===== src/rtl/prio_pkg.sv =====
package prio_pkg;
    typedef enum logic [2:0] {
        OP_IDLE         = 3'd0,
        OP_EOI_TOP      = 3'd1,
        OP_EOI_TOP_ROT  = 3'd2,
        OP_EOI_LINE     = 3'd3,
        OP_EOI_LINE_ROT = 3'd4,
        OP_SET_BASE     = 3'd5
    } prio_op_e;
endpackage


===== src/rtl/prio_scan.sv =====
module prio_scan #(
    parameter int N_LINES = 8,
    localparam int LW = $clog2(N_LINES)
) (
    input  logic [N_LINES-1:0] vec_i,
    input  logic [LW-1:0]      base_i,
    output logic [LW:0]        off_o
);
    always_comb begin
        off_o = (LW+1)'(N_LINES);
        for (int p = N_LINES - 1; p >= 0; p--) begin
            logic [LW-1:0] idx;
            idx = LW'(p) + base_i;
            if (vec_i[idx]) off_o = (LW+1)'(p);
        end
    end
endmodule


===== src/rtl/prio_state.sv =====
module prio_state
    import prio_pkg::*;
#(
    parameter int N_LINES = 8,
    localparam int LW = $clog2(N_LINES)
) (
    input  logic               clk,
    input  logic               rst_n,
    input  logic [2:0]         cmd_op_i,
    input  logic [LW-1:0]      cmd_line_i,
    input  logic               ack_fire_i,
    input  logic [LW-1:0]      ack_line_i,
    input  logic               auto_eoi_i,
    input  logic               rot_auto_i,
    input  logic               top_valid_i,
    input  logic [LW-1:0]      top_line_i,
    output logic [N_LINES-1:0] isr_q,
    output logic [LW-1:0]      base_q
);
    logic [N_LINES-1:0] isr_n;
    logic [LW-1:0]      base_n;
    prio_op_e           op;

    assign op = prio_op_e'(cmd_op_i);

    always_comb begin
        isr_n  = isr_q;
        base_n = base_q;
        unique case (op)
            OP_EOI_TOP, OP_EOI_TOP_ROT: begin
                if (top_valid_i) begin
                    isr_n[top_line_i] = 1'b0;
                    if (op == OP_EOI_TOP_ROT) base_n = top_line_i + LW'(1);
                end
            end
            OP_EOI_LINE, OP_EOI_LINE_ROT: begin
                isr_n[cmd_line_i] = 1'b0;
                if (op == OP_EOI_LINE_ROT) base_n = cmd_line_i + LW'(1);
            end
            OP_SET_BASE: base_n = cmd_line_i + LW'(1);
            OP_IDLE: begin
                if (ack_fire_i) begin
                    if (auto_eoi_i) begin
                        if (rot_auto_i) base_n = ack_line_i + LW'(1);
                    end else begin
                        isr_n[ack_line_i] = 1'b1;
                    end
                end
            end
            default: ;
        endcase
    end

    always_ff @(posedge clk or negedge rst_n) begin
        if (!rst_n) begin
            isr_q  <= '0;
            base_q <= '0;
        end else begin
            isr_q  <= isr_n;
            base_q <= base_n;
        end
    end


    eoi_empty_chk: assert property (@(posedge clk) disable iff (!rst_n)
        (cmd_op_i == 3'd1 && isr_q == '0) |=> (isr_q == '0 && $stable(base_q)));


    eoi_line_chk: assert property (@(posedge clk) disable iff (!rst_n)
        (cmd_op_i == 3'd3) |=> !isr_q[$past(cmd_line_i)]);


    set_base_chk: assert property (@(posedge clk) disable iff (!rst_n)
        (cmd_op_i == 3'd5) |=> ($stable(isr_q) && (base_q - $past(cmd_line_i)) == LW'(1)));
endmodule


===== src/rtl/prio_resolver.sv =====
module prio_resolver #(
    parameter int N_LINES      = 8,
    parameter int CASCADE_LINE = 2,
    parameter bit IS_PRIMARY   = 1'b1,
    localparam int LW = $clog2(N_LINES)
) (
    input  logic               clk,
    input  logic               rst_n,
    input  logic [N_LINES-1:0] req_i,
    input  logic [N_LINES-1:0] mask_i,
    input  logic               nest_sfn_i,
    input  logic               auto_eoi_i,
    input  logic               rot_auto_i,
    input  logic               ack_i,
    input  logic [2:0]         cmd_op_i,
    input  logic [LW-1:0]      cmd_line_i,
    output logic               irq_o,
    output logic [LW-1:0]      line_o,
    output logic [N_LINES-1:0] isr_o,
    output logic [LW-1:0]      base_o
);
    logic [N_LINES-1:0] req_eff, isr_cur, isr_q;
    logic [LW-1:0]      base_q, top_line;
    logic [LW:0]        req_off, cur_off, top_off;

    assign req_eff = req_i & ~mask_i;

    generate
        if (IS_PRIMARY) begin : g_primary
            always_comb begin
                isr_cur = isr_q;
                if (nest_sfn_i) isr_cur[CASCADE_LINE] = 1'b0;
            end
        end else begin : g_secondary
            assign isr_cur = isr_q;
        end
    endgenerate

    prio_scan #(.N_LINES(N_LINES)) u_req_scan (.vec_i(req_eff), .base_i(base_q), .off_o(req_off));
    prio_scan #(.N_LINES(N_LINES)) u_cur_scan (.vec_i(isr_cur), .base_i(base_q), .off_o(cur_off));
    prio_scan #(.N_LINES(N_LINES)) u_top_scan (.vec_i(isr_q),   .base_i(base_q), .off_o(top_off));

    assign irq_o    = (req_off < cur_off);
    assign line_o   = req_off[LW-1:0] + base_q;
    assign top_line = top_off[LW-1:0] + base_q;

    prio_state #(.N_LINES(N_LINES)) u_state (
        .clk        (clk),
        .rst_n      (rst_n),
        .cmd_op_i   (cmd_op_i),
        .cmd_line_i (cmd_line_i),
        .ack_fire_i (ack_i & irq_o),
        .ack_line_i (line_o),
        .auto_eoi_i (auto_eoi_i),
        .rot_auto_i (rot_auto_i),
        .top_valid_i(!top_off[LW]),
        .top_line_i (top_line),
        .isr_q      (isr_q),
        .base_q     (base_q)
    );

    assign isr_o  = isr_q;
    assign base_o = base_q;


    sel_unmasked_chk: assert property (@(posedge clk) disable iff (!rst_n)
        irq_o |-> (req_i[line_o] && !mask_i[line_o]));


    ack_sets_chk: assert property (@(posedge clk) disable iff (!rst_n)
        (ack_i && irq_o && !auto_eoi_i && cmd_op_i == 3'd0) |=> isr_o[$past(line_o)]);


    auto_eoi_chk: assert property (@(posedge clk) disable iff (!rst_n)
        (ack_i && irq_o && auto_eoi_i && cmd_op_i == 3'd0) |=> $stable(isr_o));
endmodule


===== config.mk =====
export PLATFORM = sky130hd
export DESIGN_NAME = prio_resolver
export DESIGN_NICKNAME = d
export VERILOG_FILES = /design/src/rtl/prio_pkg.sv /design/src/rtl/prio_scan.sv /design/src/rtl/prio_state.sv /design/src/rtl/prio_resolver.sv
export SDC_FILE = /design/constraint.sdc
export NUM_CORES = 1
export LEC_CHECK = 0
export ABC_CLOCK_PERIOD_IN_PS = 6800
export BUFFER_PORTS_ARGS = -buffer_cell sky130_fd_sc_hd__buf_4
export CAP_MARGIN = 15
export CORE_UTILIZATION = 30
export DETAILED_ROUTE_END_ITERATION = 16
export RECOVER_POWER = 100
export SYNTH_ARGS = -nofsm -noshare
export SYNTH_HDL_FRONTEND = slang
export SYNTH_HIERARCHICAL = 1
export SYNTH_SLANG_ARGS = --single-unit

===== constraint.sdc =====
create_clock -name clk -period 6.8 [get_ports clk]
set_input_delay 1.02 -clock clk [delete_from_list [all_inputs] [get_ports clk]]
set_output_delay 1.02 -clock clk [all_outputs]
set_load 0.05 [all_outputs]

==> impl_metrics.csv <==
group,metric,value,unit
sta,rsz0062_at_grt,"no",
cts,h-tree-depth,1,
worst_setup_path,crit_type,"register to output pin",
finish,final_area,3598,um2
sta,tns,0,ns
worst_setup_path,cp.arrival,4.81,ns
place,port_buffers,42,
worst_setup_path,worst_setup_path_end_kind,"output pin",
yosys,syn-instance-count,330,
sta,setup_slack,0.9712,ns
cts,clkTransAtPathRegs,0.05,ns
worst_setup_path,r2r_slack,1.14,ns
worst_setup_path,ff2ff_path_depth,17,
route,drt_iter0_markers,120,
worst_setup_path,crit_chain,"inv_1, ha_1, mux2_2, mux4_1, nor3_1, a21oi_1, o22ai_1, inv_1, fa_1, xor2_1, xnor2_1, clkbuf_1",
place,post-place-ws,1.526,ns
sta,fin_crit_sh,0.8572,
yosys,avgSynthCellArea,10.01,um2
route,wl,8303,um
sta,slew_viol_final,0,
worst_setup_path,slowest_delay,0.62,ns
finish,finalNetCount,404,
global_routing,grt_first_pass_wirelength,13690,um
die,die_area,11430,um2
sta,relSlewSlack,0.2020,
sta,skew,0.007206,ns
finish,syn_to_final_growth,8.939,%
cts,root_buffer,"clkbuf_8",
cts,cts_setup_buffers,0,
worst_setup_path,critPathMaxFanout,18,
yosys,synthFlopType,"dfrtp_1",
hold_path,worstHoldPathType,"register to register",
hold_path,hold_depth,1,
route,vias,2816,
global_routing,grt_antenna_before_repair,0,
die,die_x,106.9,um
place,place_area,3620,um2
route,drt-pass1-iter-count,4,
cts,hold_buffers,0,
global_routing,grt_pass1_vias,2781,
outcome,status,"complete, no violations",
route,ant_nets,0,
sta,setup_viol,0,
global_routing,grt_overflow,0,
route,drc,0,
place,place.gp.congestion,0.8331,
global_routing,track_usage,0.1465,
worst_setup_path,r2r-end,"u_state/isr_q[1]",
finish,antenna_cells,0,
worst_setup_path,r2r-start,"u_state/base_q[1]",
place,dp_hpwl,6060,um
cts,cts_resized,0,
yosys,synth_fp_nets,372,
yosys,synthDistinctLibCells,63,
cts,clock_latency,0.24,ns
route,vias_per_cell,5.666,
die,chipHeight,106.9,um
worst_setup_path,cp.required,5.78,ns
cts,cts_buffer_depth,2,
worst_setup_path,slowest_stage,"dfrtp_2",
sta,hold_viol_final,0,
worst_setup_path,cp-start-kind,"register",
worst_setup_path,crit_path_frequent_cell,"inv_1",
die,core_area,10510,um2
sta,max_slew.worst_pin.slew,1.197,ns
run,max_cap_viol_count,0,
die,rows,37,
hold_path,hold_start,"u_state/isr_q[2]",
finish,final_cell_mix,"37 x mux2_2, 32 x mux2i_1, 31 x buf_4",
cts,cts.sinks,11,
yosys,ys_seq_area_frac,0.08333,
hold_path,hold_end,"u_state/isr_q[2]",
yosys,netlist_area,3303,um2
yosys,synth_edf_count,0,
cts,cts_made_buffers,3,
finish,final_common_cell,"mux2_2",
die,io_pins,43,
global_routing,grt_max_degree,33,
die,start_util,0.3143,
sta,max_freq,0.1716,GHz
route,wl_per_cell,16.71,um
finish,n_fill_cell,1068,
cts,cts_tree,"built",
finish,drive_above_1_share,0.2548,
yosys,async_reset_ff_frac,1.000,
yosys,yosysWarnings,6,
sta,period_needed,5.829,ns
yosys,synth.ff_latch_count,11,
==> worst max-delay path: cells and delay by family (launching register included) <==
family / cells / cell delay (ns)
multiplexers: 2 / 0.94
adder cells (fa/ha/maj): 2 / 1.01
XOR/XNOR: 2 / 0.70
AO/OA/AOI/OAI: 2 / 0.32
flip-flops: 1 / 0.62
AND/OR/NAND/NOR: 1 / 0.24
buffers and inverters: 3 / 0.73
==> Yosys cell counts (4+ instances only) <==
| master | instances | share of area |
|---|---|---|
| o21ai_0 | 4 | 0.0061 |
| nor3_1 | 5 | 0.0076 |
| nor2b_1 | 17 | 0.032 |
| a31oi_1 | 9 | 0.017 |
| mux2_2 | 39 | 0.13 |
| mux2i_1 | 32 | 0.097 |
| o22ai_1 | 6 | 0.011 |
| xor2_1 | 4 | 0.011 |
| mux2_1 | 5 | 0.017 |
| inv_1 | 21 | 0.024 |
| o2bb2ai_1 | 4 | 0.011 |
| xnor2_1 | 6 | 0.016 |
| nor2_1 | 14 | 0.016 |
| mux4_1 | 18 | 0.14 |
| dfrtp_1 | 11 | 0.083 |
| ha_1 | 12 | 0.045 |
| buf_2 | 4 | 0.0061 |
| a21oi_1 | 7 | 0.011 |
| buf_6 | 9 | 0.031 |
| mux4_2 | 6 | 0.041 |
| nand2_1 | 20 | 0.023 |
==> cells by family (layout without fill, tap and decap cells) <==
| logic type | Yosys count | after routing | synth area share |
|---|---|---|---|
| muxes | 103 | 103 | 0.4447 |
| DFF | 11 | 11 | 0.08333 |
| xor gates and xnor gates | 10 | 10 | 0.02651 |
| and+or+nand+nor | 93 | 93 | 0.1689 |
| AOI/OAI and AO/OA | 59 | 59 | 0.1333 |
| buffers and inverters | 39 | 70 | 0.08220 |
| adders and majority gates | 15 | 15 | 0.06098 |
==> worst max-delay path by stage <==
stage,start,end,slack (ns),cells past startpoint
detailed placement,u_state/base_q[0],line_o[2],1.53,12
global placement,req_i[7],line_o[2],1.63,13
floorplan,u_state/base_q[1],line_o[2],1.05,12
finish,u_state/base_q[0],line_o[2],0.97,12
global route,u_state/base_q[1],u_state/isr_q[1],0.61,17
CTS,u_state/base_q[0],line_o[2],1.22,12
==> area by class of cell <==
class	instances	area, um2	area share
clock buffer	4	45.04	0.01252
inverter	21	78.83	0.02191
multi-input combinational	280	2743	0.7622
sequential	11	276.5	0.07684
tap	136	170.2	0.04729
timing repair buffer	45	285.3	0.07928
==> metrics by stage <==
stage	std cells	hold WS, ns	utilization
finish	497	0.7257	0.3424
detailed placement	493	0.6981	0.3444
floorplan	330	0.7244	-
global route	497	0.7451	0.3424
global placement	493	0.6970	0.3444
CTS	497	0.6090	0.3487
==> layer usage <==
layer / share of wire / up-vias / wire [um] / GRT usage
met5: 0 / - / 0 / 0
met4: 0.0052 / 0 / 43 / 0.03033
met3: 0.025 / 4 / 210 / 0.008511
met2: 0.49 / 56 / 4093 / 0.2521
met1: 0.48 / 1394 / 3956 / 0.2021
li1: - / 1362 / - / -
==> flip-flops by register name, indices dropped and copies added (netlist names) <==
signal / count
u_state/isr_q: 8
u_state/base_q: 3
Power is left out: the tool's default activity adds up to more than one toggle a clock period on the data nets, which glitch-free logic cannot reach.
